File: src/rtl/lastbf_pkg.sv
package lastbf_pkg;

  // What the output register loads on a ce event
  typedef enum logic [1:0] {
    LD_ZERO = 2'd0,
    LD_SUM  = 2'd1,
    LD_DIFF = 2'd2
  } load_kind_e;

endpackage

File: src/rtl/lastbf_phase.sv
module lastbf_phase (
  input  logic clk,
  input  logic rst,
  input  logic ce,
  input  logic sync_in,
  output logic tag_even,
  output logic tag_sync
);

  logic started_q;
  logic odd_q;

  // Tag the sample entering on this clock
  assign tag_even = sync_in | (started_q & ~odd_q);
  assign tag_sync = sync_in;

  always_ff @(posedge clk) begin
    if (rst) begin
      started_q <= 1'b0;
      odd_q     <= 1'b0;
    end else if (ce) begin
      if (sync_in) begin
        started_q <= 1'b1;
        odd_q     <= 1'b1;
      end else if (started_q) begin
        odd_q <= ~odd_q;
      end else begin
        odd_q <= 1'b0;
      end
    end
  end


  pre_sync_phase_zero_chk: assert property (@(posedge clk) disable iff (rst)
    !started_q |-> !odd_q);


  phase_toggle_chk: assert property (@(posedge clk) disable iff (rst)
    (ce && started_q && !sync_in) |=> (odd_q != $past(odd_q)));


  resync_align_chk: assert property (@(posedge clk) disable iff (rst)
    (ce && sync_in) |=> (started_q && odd_q));

endmodule

File: src/rtl/lastbf_delay.sv
module lastbf_delay #(
  parameter int W     = 24,
  parameter int DEPTH = 3
) (
  input  logic               clk,
  input  logic               rst,
  input  logic               ce,
  input  logic [W-1:0]       din,
  input  logic               even_in,
  input  logic               sync_in,
  output logic [DEPTH*W-1:0] dat_o,
  output logic [DEPTH-1:0]   even_o,
  output logic [DEPTH-1:0]   sync_o
);

  // Tap i holds the sample taken i+1 ce events ago
  for (genvar i = 0; i < DEPTH; i++) begin : g_tap
    logic [W-1:0] d_q;
    logic         e_q;
    logic         s_q;
    logic [W-1:0] d_src;
    logic         e_src;
    logic         s_src;

    if (i == 0) begin : g_head
      assign d_src = din;
      assign e_src = even_in;
      assign s_src = sync_in;
    end else begin : g_body
      assign d_src = g_tap[i-1].d_q;
      assign e_src = g_tap[i-1].e_q;
      assign s_src = g_tap[i-1].s_q;
    end

    always_ff @(posedge clk) begin
      if (rst) begin
        d_q <= '0;
        e_q <= 1'b0;
        s_q <= 1'b0;
      end else if (ce) begin
        d_q <= d_src;
        e_q <= e_src;
        s_q <= s_src;
      end
    end

    assign dat_o[i*W +: W] = d_q;
    assign even_o[i]       = e_q;
    assign sync_o[i]       = s_q;
  end

endmodule

File: src/rtl/lastbf_bfly.sv
module lastbf_bfly
  import lastbf_pkg::*;
#(
  parameter int IW = 12
) (
  input  logic              clk,
  input  logic              rst,
  input  logic              ce,
  input  logic [2*IW-1:0]   tap1,
  input  logic [2*IW-1:0]   tap2,
  input  logic [2*IW-1:0]   tap3,
  input  logic              even2,
  input  logic              even3,
  input  logic              sync2,
  output logic [2*IW+1:0]   data_out,
  output logic              sync_out
);

  localparam int OW = IW + 1;

  load_kind_e         kind;
  logic [2*OW-1:0]    sum_w;
  logic [2*OW-1:0]    diff_w;
  logic [2*OW-1:0]    out_q;
  logic               sync_q;

  // Sum has priority so a re-aligned pair is never delayed
  always_comb begin
    if (even2)      kind = LD_SUM;
    else if (even3) kind = LD_DIFF;
    else            kind = LD_ZERO;
  end

  // Component 1 is real (upper half), component 0 is imaginary
  for (genvar c = 0; c < 2; c++) begin : g_part
    logic signed [OW-1:0] a1;
    logic signed [OW-1:0] a2;
    logic signed [OW-1:0] a3;
    assign a1 = OW'($signed(tap1[c*IW +: IW]));
    assign a2 = OW'($signed(tap2[c*IW +: IW]));
    assign a3 = OW'($signed(tap3[c*IW +: IW]));
    assign sum_w[c*OW +: OW]  = a2 + a1;
    assign diff_w[c*OW +: OW] = a3 - a2;
  end

  always_ff @(posedge clk) begin
    if (rst) begin
      out_q  <= '0;
      sync_q <= 1'b0;
    end else if (ce) begin
      unique case (kind)
        LD_SUM: begin
          out_q  <= sum_w;
          sync_q <= sync2;
        end
        LD_DIFF: begin
          out_q  <= diff_w;
          sync_q <= 1'b0;
        end
        default: begin
          out_q  <= '0;
          sync_q <= 1'b0;
        end
      endcase
    end
  end

  assign data_out = out_q;
  assign sync_out = sync_q;


  reset_clear_chk: assert property (@(posedge clk) disable iff (rst)
    $past(rst) |-> (data_out == '0 && !sync_out));


  stall_hold_chk: assert property (@(posedge clk) disable iff (rst)
    (!ce && !$past(rst)) |=> ($stable(data_out) && $stable(sync_out)));


  sync_not_diff_chk: assert property (@(posedge clk) disable iff (rst)
    (ce && !even2 && even3) |=> !sync_out);

endmodule

File: src/rtl/lastbf_adder.sv
module lastbf_adder #(
  parameter int IW = 12
) (
  input  logic              clk,
  input  logic              rst,
  input  logic              ce,
  input  logic              sync_in,
  input  logic [2*IW-1:0]   data_in,
  output logic [2*IW+1:0]   data_out,
  output logic              sync_out
);

  localparam int W     = 2 * IW;
  localparam int DEPTH = 3;

  logic               tag_even;
  logic               tag_sync;
  logic [DEPTH*W-1:0] taps;
  logic [DEPTH-1:0]   evens;
  logic [DEPTH-1:0]   syncs;

  lastbf_phase u_phase (
    .clk      (clk),
    .rst      (rst),
    .ce       (ce),
    .sync_in  (sync_in),
    .tag_even (tag_even),
    .tag_sync (tag_sync)
  );

  lastbf_delay #(.W(W), .DEPTH(DEPTH)) u_delay (
    .clk     (clk),
    .rst     (rst),
    .ce      (ce),
    .din     (data_in),
    .even_in (tag_even),
    .sync_in (tag_sync),
    .dat_o   (taps),
    .even_o  (evens),
    .sync_o  (syncs)
  );

  lastbf_bfly #(.IW(IW)) u_bfly (
    .clk      (clk),
    .rst      (rst),
    .ce       (ce),
    .tap1     (taps[0 +: W]),
    .tap2     (taps[W +: W]),
    .tap3     (taps[2*W +: W]),
    .even2    (evens[1]),
    .even3    (evens[2]),
    .sync2    (syncs[1]),
    .data_out (data_out),
    .sync_out (sync_out)
  );


  sync_on_ce_chk: assert property (@(posedge clk) disable iff (rst)
    $rose(sync_out) |-> $past(ce));

endmodule

File: config.mk
export PLATFORM = sky130hd
export DESIGN_NAME = lastbf_adder
export DESIGN_NICKNAME = d
export VERILOG_FILES = /design/src/rtl/lastbf_pkg.sv /design/src/rtl/lastbf_phase.sv /design/src/rtl/lastbf_delay.sv /design/src/rtl/lastbf_bfly.sv /design/src/rtl/lastbf_adder.sv
export SDC_FILE = /design/constraint.sdc
export NUM_CORES = 1
export LEC_CHECK = 0
export ABC_AREA = 1
export ABC_CLOCK_PERIOD_IN_PS = 1950
export BUFFER_PORTS_ARGS = -buffer_cell sky130_fd_sc_hd__buf_2
export CAP_MARGIN = 20
export CORE_MARGIN = 2
export CORE_UTILIZATION = 55
export DETAILED_ROUTE_END_ITERATION = 8
export PLACE_DENSITY = 0.8
export SLEW_MARGIN = 25
export SYNTH_ARGS = -nofsm -noshare
export SYNTH_HDL_FRONTEND = slang
export SYNTH_HIERARCHICAL = 1
export SYNTH_SLANG_ARGS = --single-unit
File: constraint.sdc
create_clock -name clk -period 1.95 [get_ports clk]
set_input_delay 0.2925 -clock clk [delete_from_list [all_inputs] [get_ports clk]]
set_output_delay 0.2925 -clock clk [all_outputs]
set_load 0.05 [all_outputs]
==> results of run 1 <==
==> cell usage in the layout (no fill, tap or decap), types with 6 or more instances in the layout <==
master and n:
inv_1 231, nor2_1 243, nand2_1 399, nand4_1 19
dfxtp_1 98, ha_1 42, o21ai_0 18, a21oi_1 31
clkbuf_16 9, dfxtp_2 7, nand3_1 79, buf_2 53
nor2_2 6, buf_4 11
==> state kept, by name, indices dropped and copies added (netlist names) <==
signal,count
u_phase/odd_q,1
u_bfly/sync_out,1
u_bfly/data_out,26
u_phase/started_q,1
u_delay/g_tap.d_q,72
u_delay/g_tap.e_q,3
u_delay/g_tap.s_q,2
==> worst max-delay path: stages, from the launching register on <==
cell and delay [ns]:
dfxtp_1 0.43, inv_1 0.08, ha_2 0.38, nand2_2 0.08
nor2_1 0.13, nand3_1 0.15, nand3_1 0.14, nand2_1 0.07
nand3_1 0.07, nand3_1 0.10, nand2_1 0.08, inv_1 0.03
==> area by class of cell <==
type | count | area share (%)
multi-input cells | 887 | 51.5
flip-flops and latches | 106 | 26.0
inverters | 238 | 10.9
repair buffers | 67 | 4.86
clock buffers | 10 | 2.79
well taps | 176 | 2.68
clock inverters | 5 | 1.27
==> power by group through the flow <==
stage	logic [mW]	registers (mW)	clock network, mW
2_1_floorplan	1.16	2.57	0
3_5_place_dp	1.60	2.47	0
5_1_grt	1.89	2.45	2.19
4_1_cts	1.62	2.43	2.11
3_3_place_gp	1.58	2.47	0
6_report	1.66	2.43	2.07
==> per-layer routing <==
layer / part of all wire, % / wire [microns] / GRT usage (%)
met4: 1.3 / 224 / 7.19
met5: 0 / 0 / 0
met1: 54 / 9420 / 40.2
met3: 7.0 / 1220 / 2.78
met2: 38 / 6640 / 34.7
==> repair_timing <==
action                     in CTS  in global routing
resized for setup               0                 25
setup endpoints to repair       0                 13
setup buffers                   0                  2
==> worst paths after layout <==
| kind | startpoint | end | slack, ns | cells after the start |
|---|---|---|---|---|
| setup / recovery | u_delay/g_tap[1].d_q[6] | u_bfly/data_out[10] | 0.13 | 11 |
| hold / removal | sync_in | u_phase/started_q | 0.21 | 3 |
| setup reg to reg | u_delay/g_tap[1].d_q[6] | u_bfly/data_out[10] | 0.13 | 11 |
| hold reg to reg | u_bfly/data_out[16] | u_bfly/data_out[16] | 0.47 | 2 |
==> through the flow <==
step	power (mW)	instances
after floorplan	3.72	1272
after global placement	4.05	1472
after detailed placement	4.08	1472
after CTS	6.15	1487
after global routing	6.53	1489
final	6.17	1489
==> run metrics, run 1 <==
cell row count 42; CTS Sinks roughly 110; Die Area 14500 sq um; H-tree depth 3; largest net degree at the start of global routing 68; # fillers ~1300; multi-input logic area 4230 sq um; Finished Cell Area 8210 sq um; antenna viol nets, final 0; final wirelength 17.5 mm; Internal 4.13 mW; Max VDD drop 0.000414 V; I/O pin cnt between 50 and 60; Psw 2.04 mW; CTS tree built; Worst EP arrival 2.08 ns; Detailed Routing Iterations Pass 1 5; ANT cells 0; 1st-iter DRT viols 684; vias in the first global route a little over 6000; dpl hpwl about 13 mm; Place WS 0.0578 ns; Tmin final 1.82 ns; mapped cell area 7430 sq um; final core area utilization 62.0%; via count 7269; Initial Util 56.1%; first-pass GRT wire length 29.4 mm; max_slew headroom around three quarters; initial antenna violation count 0; Ys Warns 6; drt drc 0; crit start category register; grt total ovfl 0; Die Width 120 microns; final setup fails 0; Worst Setup Slack, final roughly 0.13 ns; Clock Path Buffers 2; Flop pwr share about two fifths; clock slew at reported path FFs 0.07 ns; Hold Fails Final Rpt 0; Comb power frac 27.0%; pwr dens 752 nW/um^2; Sw Ratio 33.0%; post-synthesis area per instance a little under 6 sq um; fmax between 500 and 600 MHz; top fanout value on the critical path 5; worst endpoint required time between 2 and 2.5 ns; Leak 4.65 nW; core area 13200 sq um; Clk Latency, worst-skew pair 0.35 ns; placed cell areas 7810 sq um; hold bufs inserted after CTS 0; layout cells sized above 1 9.52%; synthesized net count 1352; status complete, no violations; Synth Instances 1272; P&R area growth vs syn 10.5%; vias per inst 4.88; Buffers on Ports 54; clk_skew 0.00605 ns; CP Capture Type register; crit share post-route 93.5%; CTS Buf Count 9; WL/cell 11.8 microns; routability cong. 0.977; class of the worst hold path primary input to register; Worst Hold Slack 0.209 ns; worst slew pin tran approximately 0.40 ns; Nets roughly 1400; setup_tns 0 ns; clock network power share 33.6%; gr usage total 25.0%; Die H 120 microns; Max Slew Vio Count 0; WS Path Type register to register; Storage cell area 2130 sq um; Root Buffer clkbuf_16; RSZ-0062 raised after global routing no; max-cap violation count 0
No activity file was read; power rests on OpenSTA's default activity.
==> inputs of run 2 (changes only) <==
--- a/config.mk
+++ b/config.mk
@@ -11,7 +11,9 @@
 export CAP_MARGIN = 20
 export CORE_MARGIN = 2
 export CORE_UTILIZATION = 55
+export CTS_CLUSTER_SIZE = 14
 export DETAILED_ROUTE_END_ITERATION = 8
+export MAX_ROUTING_LAYER = met4
 export PLACE_DENSITY = 0.8
 export SLEW_MARGIN = 25
 export SYNTH_ARGS = -nofsm -noshare
==> run metrics, run 2 (synthesis gave the netlist of run 1 again) <==
hold bufs inserted after CTS 0 (unchanged); CP Capture Type register; HP Start sync_in; final setup fails 0 (unchanged); final wirelength 17.2 mm (-1.6%); vias per inst 4.81 (-1.4%); met3 Use GR 2.69% (-0.094 points); top fanout value on the critical path 5 (unchanged); Max Slew Vio Count 0 (unchanged); # fillers 1325 (-1.4%); 1st-iter DRT viols 591 (-14%); met1 GRT Util 39.0% (-1.2 points); drt drc 0 (unchanged); initial antenna violation count 0 (unchanged); WHS Endpoint u_phase/started_q; RR Startpoint u_delay/g_tap[1].d_q[0]; H-tree depth 3 (unchanged); Initial Util 56.1% (unchanged); largest net degree at the start of global routing 54 (-21%); setup_tns 0 ns (unchanged); most frequent cells in the layout nand2_1, nor2_1, inv_1, dfxtp_1, nand3_1; vias in the first global route 6242 (+0.34%); Buffers on Ports 54 (unchanged); antenna viol nets, final 0 (unchanged); CTS tree built; critical register-to-register path endpoint u_bfly/data_out[8]; met2 Track Usage GR 33.6% (-1.1 points); pwr dens 709 nW/um^2 (-5.7%); crit share post-route 91.6% (-1.9 points); fmax 560 MHz (+2.0%); first-pass GRT wire length 28.6 mm (-3.0%); Worst Hold Slack 0.220 ns (+0.0108 ns); Place WS 0.0363 ns (-0.0215 ns); Worst EP arrival 2.04 ns (-0.04 ns); WS Path Type register to register; Die Area 14500 sq um (unchanged); max-cap violation count 0 (unchanged); Leak 4.62 nW (-0.71%); Worst Setup Slack, final 0.163 ns (+0.0362 ns); post-cts resize count 0 (unchanged); Detailed Routing Iterations Pass 1 5 (unchanged); Clk Latency, worst-skew pair 0.35 ns (about the same); Die H 120 microns (unchanged); clk_skew 0.00569 ns (-0.000361 ns); Storage cell area 2130 sq um (-0.18%); gr usage total 25.1% (+0.088 points); reg2reg path depth 13 (+2); worst endpoint required time 2.21 ns (about the same); core area 13200 sq um (unchanged); Most flops, register u_delay/g_tap.d_q; Tmin final 1.79 ns (-0.0362 ns); ANT cells 0 (unchanged); class of the worst hold path primary input to register; layout cells sized above 1 10.2% (+0.69 points); max_slew headroom 74.2% (+0.76 points); Clock Path Buffers 2 (unchanged); Hold Fails Final Rpt 0 (unchanged); Most Crowded Layer GR met1; via count 7165 (-1.4%); Post-Layout Cell Count 1489 (unchanged); status complete, no violations; Nets 1389 (unchanged); Die Width 120 microns (unchanged); P&R area growth vs syn 10.3%; # Post-CTS Setup Buffers 0 (unchanged); DP Cell Count 1474 (+0.14%); RSZ-0062 raised after global routing no; CTS Sinks 106 (unchanged); I/O pin cnt 55 (unchanged); crit start category register; routability cong. 0.997 (+2.1%); WL/cell 11.6 microns (-1.6%); multi-input logic area 4280 sq um (+1.2%); Max VDD drop 0.000445 V (+7.4%); grt total ovfl 0 (unchanged); worst slew pin tran 0.387 ns (-0.0114 ns); commonest non-fill, non-tap cell in the layout nand2_1; clock slew at reported path FFs 0.07 ns (about the same); cell row count 42 (unchanged); CTS Buf Count 9 (unchanged); Root Buffer clkbuf_16; number of stages on the worst hold path 3 (unchanged); Reg2Reg Setup Slack 0.16 ns (+0.04 ns); Tot Pwr 5.81 mW (-5.8%); max reg flops 72 (unchanged); dpl hpwl 13.0 mm (+1.2%)
-- run 2: cell type report --
cell class | count | area share [%]
clock inverters | 3 | 0.183
flip-flops and latches | 106 | 26.0
multi-input cells | 887 | 52.2
inverters | 238 | 10.9
well taps | 176 | 2.69
repair buffers | 67 | 4.87
clock buffers | 12 | 3.13
-- run 2: worst max-delay path, stage by stage (launching register included) --
cell and delay, ns:
dfxtp_2 0.38, ha_4 0.15, inv_1 0.05, fa_1 0.37
inv_2 0.08, nand3_1 0.08, nand3_2 0.12, inv_1 0.05
nor2_1 0.07, o21ai_0 0.08, nand3_1 0.08, nand3_1 0.07
nand2_1 0.07, inv_1 0.03
-- run 2: power breakdown --
group | leakage [nW] | internal [mW] | switching [mW]
registers | 0.879 | 2.31 | 0.122
clock network | 0.138 | 0.923 | 0.780
logic | 3.60 | 0.587 | 1.09
total | 4.62 | 3.82 | 1.99
-- run 2: layer usage --
metal | share of wire (%) | vias up | routed length (microns)
li1 | - | 3894 | -
met4 | 1.7 | 0 | 286
met3 | 6.4 | 22 | 1100
met5 | 0 | - | 0
met2 | 37 | 210 | 6440
met1 | 55 | 3039 | 9410
-- run 2: how the worst max path moves through the flow --
stage                              from                  end  slack (ns)  cells past startpoint
3_3_place_gp   u_delay/g_tap[1].d_q[12]  u_bfly/data_out[25]        0.12                     13
6_report        u_delay/g_tap[1].d_q[0]   u_bfly/data_out[8]        0.16                     13
3_5_place_dp   u_delay/g_tap[1].d_q[12]  u_bfly/data_out[19]        0.04                     11
2_1_floorplan  u_delay/g_tap[1].d_q[12]  u_bfly/data_out[25]        0.23                     13
4_1_cts        u_delay/g_tap[1].d_q[12]  u_bfly/data_out[19]        0.03                     11
5_1_grt        u_delay/g_tap[1].d_q[17]  u_bfly/data_out[22]       0.001                     11
-- run 2: per-stage QoR --
step	util [%]	area, sq um
2_1_floorplan	-	7430
3_3_place_gp	59.1	7820
3_5_place_dp	59.1	7820
4_1_cts	61.1	8090
5_1_grt	61.9	8200
6_report	61.9	8200
==> inputs of run 3 (changes only) <==
--- a/config.mk
+++ b/config.mk
@@ -6,7 +6,7 @@
 export NUM_CORES = 1
 export LEC_CHECK = 0
 export ABC_AREA = 1
-export ABC_CLOCK_PERIOD_IN_PS = 1950
+export ABC_CLOCK_PERIOD_IN_PS = 2100
 export BUFFER_PORTS_ARGS = -buffer_cell sky130_fd_sc_hd__buf_2
 export CAP_MARGIN = 20
 export CORE_MARGIN = 2
==> constraint.sdc (replaced) <==
create_clock -name clk -period 2.1 [get_ports clk]
set_input_delay 0.315 -clock clk [delete_from_list [all_inputs] [get_ports clk]]
set_output_delay 0.315 -clock clk [all_outputs]
set_load 0.05 [all_outputs]
==> run metrics, run 3 (synthesis gave the netlist of run 1 again) <==
Clk Latency, worst-skew pair 0.36 ns (about the same); vias in the first global route 6344 (+1.6%); worst endpoint required time 2.36 ns (+0.15 ns); initial antenna violation count 0 (unchanged); Sw Ratio 33.7% (-0.53 points); max_slew headroom 65.1% (-9.1 points); gr usage total 25.4% (+0.27 points); top fanout value on the critical path 4 (-1); Max VDD drop 0.000419 V (-5.9%); first-pass GRT wire length 29.1 mm (+1.8%); Most Crowded Layer GR met1; placed cell areas 7780 sq um (-0.48%); Hold Fails Final Rpt 0 (unchanged); CP Capture Type register; Internal 3.68 mW (-3.8%); Worst EP arrival 2.20 ns (+0.16 ns); Buffers on Ports 54 (unchanged); Tmin final 1.95 ns (+0.160 ns); Psw 1.87 mW (-6.0%); Initial Util 56.1% (unchanged); clk_skew 0.00614 ns (+0.000450 ns); largest net degree at the start of global routing 76 (+41%); grt total ovfl 0 (unchanged); core area 13200 sq um (unchanged); status complete, no violations; setup_tns 0 ns (unchanged); worst slew pin tran 0.523 ns (+0.136 ns); WS Path Type register to register; Die H 120 microns (unchanged); CTS tree built; 1st-iter DRT viols 569 (-3.7%); met1 GRT Util 38.7% (-0.35 points); Root Buffer clkbuf_16; max reg flops 72 (unchanged); antenna viol nets, final 0 (unchanged); Die Area 14500 sq um (unchanged); final setup fails 0 (unchanged); clock slew at reported path FFs 0.07 ns (about the same); Nets 1384 (-0.36%); dpl hpwl 12.5 mm (-3.3%); Leak 4.62 nW (about the same); final wirelength 17.3 mm (+0.37%); # Post-CTS Setup Buffers 0 (unchanged); pwr dens 685 nW/um^2 (-3.3%); WL/cell 11.6 microns (+0.71%); fmax 513 MHz (-8.2%); via count 7166 (+0.014%); class of the worst hold path primary input to register; Die Width 120 microns (unchanged); crit share post-route 92.7% (+1.1 points); met3 Use GR 2.88% (+0.19 points); cell row count 42 (unchanged); Comb power frac 27.5% (-1.3 points); layout cells sized above 1 7.65% (-2.6 points); most frequent cells in the layout nand2_1, nor2_1, inv_1, dfxtp_1, nand3_1; commonest non-fill, non-tap cell in the layout nand2_1; routability cong. 0.941 (-5.6%); Max Slew Vio Count 0 (unchanged); Clock Path Buffers 2 (unchanged); RSZ-0062 raised after global routing no; Finished Cell Area 8090 sq um (-1.3%); CTS Sinks 106 (unchanged); Most flops, register u_delay/g_tap.d_q; drt drc 0 (unchanged); clock network power share 31.9% (+2.6 points); H-tree depth 3 (unchanged); vias per inst 4.83 (+0.35%); I/O pin cnt 55 (unchanged); Detailed Routing Iterations Pass 1 7 (+2); P&R area growth vs syn 8.91%; Flop pwr share 40.7% (-1.2 points); met2 Track Usage GR 35.2% (+1.6 points); ANT cells 0 (unchanged); max-cap violation count 0 (unchanged); crit start category register; CTS Buf Count 9 (unchanged)
==> run 3: cell types whose count changed in the layout (fill, tap and decap cells not counted), moves of 3 or more <==
cell     previous run  this run
buf_4              11         6
fa_2                3         0
ha_1               33        47
fa_1                1         4
ha_2               12         1
dfxtp_1            99       104
ha_4                3         0
dfxtp_2             7         2
==> run 3: per-layer routing <==
metal,routed length [microns],vias up
met3,1150,14
met2,6670,206
met1,9270,3065
met5,0,-
met4,199,0
li1,-,3881
==> run 3: timing repair <==
| item | 4_1_cts | 5_1_grt |
|---|---|---|
| setup endpoints to repair | 0 | 1 |
| hold buffers | 0 | 0 |
| resized for setup | 0 | 3 |
| endpoints found under the hold margin | 0 | 0 |
==> run 3: final timing paths <==
kind                                                from  slack (ns)  cells past startpoint                   to
worst max-delay path            u_delay/g_tap[1].d_q[12]        0.15                     11  u_bfly/data_out[21]
worst min-delay path                             sync_in        0.24                      3    u_phase/started_q
worst max register to register  u_delay/g_tap[1].d_q[12]        0.15                     11  u_bfly/data_out[21]
worst min register to register       u_bfly/data_out[13]        0.47                      2  u_bfly/data_out[13]
==> run 3: power groups by stage <==
stage / clock network (mW) / logic [mW] / registers [mW]
2_1_floorplan: 0 / 1.08 / 2.38
3_5_place_dp: 0 / 1.48 / 2.30
5_1_grt: 1.87 / 1.72 / 2.27
4_1_cts: 1.79 / 1.50 / 2.25
6_report: 1.77 / 1.52 / 2.26
3_3_place_gp: 0 / 1.46 / 2.29
==> run 3: through the flow <==
stage / power, mW / hold WS, ns / setup slack, ns / utilization [%] / std cells
floorplan: 3.46 / 0.387 / 0.375 / - / 1272
global placement: 3.75 / 0.450 / 0.261 / 58.8 / 1469
detailed placement: 3.78 / 0.457 / 0.196 / 58.8 / 1469
CTS: 5.54 / 0.241 / 0.193 / 61.1 / 1484
global route: 5.87 / 0.260 / 0.0373 / 61.1 / 1484
finish: 5.55 / 0.242 / 0.153 / 61.1 / 1484
==> run 3: area by class of cell <==
type / count / area [sq um]
fillers: 1301 / 5150
multi-input cells: 887 / 4190
flip-flops and latches: 106 / 2120
inverters: 238 / 897
repair buffers: 62 / 362
clock buffers: 13 / 270
well taps: 176 / 220
clock inverters: 2 / 35.0
==> run 3: critical path: stages, from the launching register on <==
cell	delay, ns
dfxtp_1	0.40
ha_1	0.18
inv_1	0.07
fa_1	0.42
nand3_1	0.09
nand3_1	0.16
nand2_1	0.13
nand4_1	0.09
nand3_1	0.11
nand3_1	0.08
nand2_1	0.07
inv_1	0.03
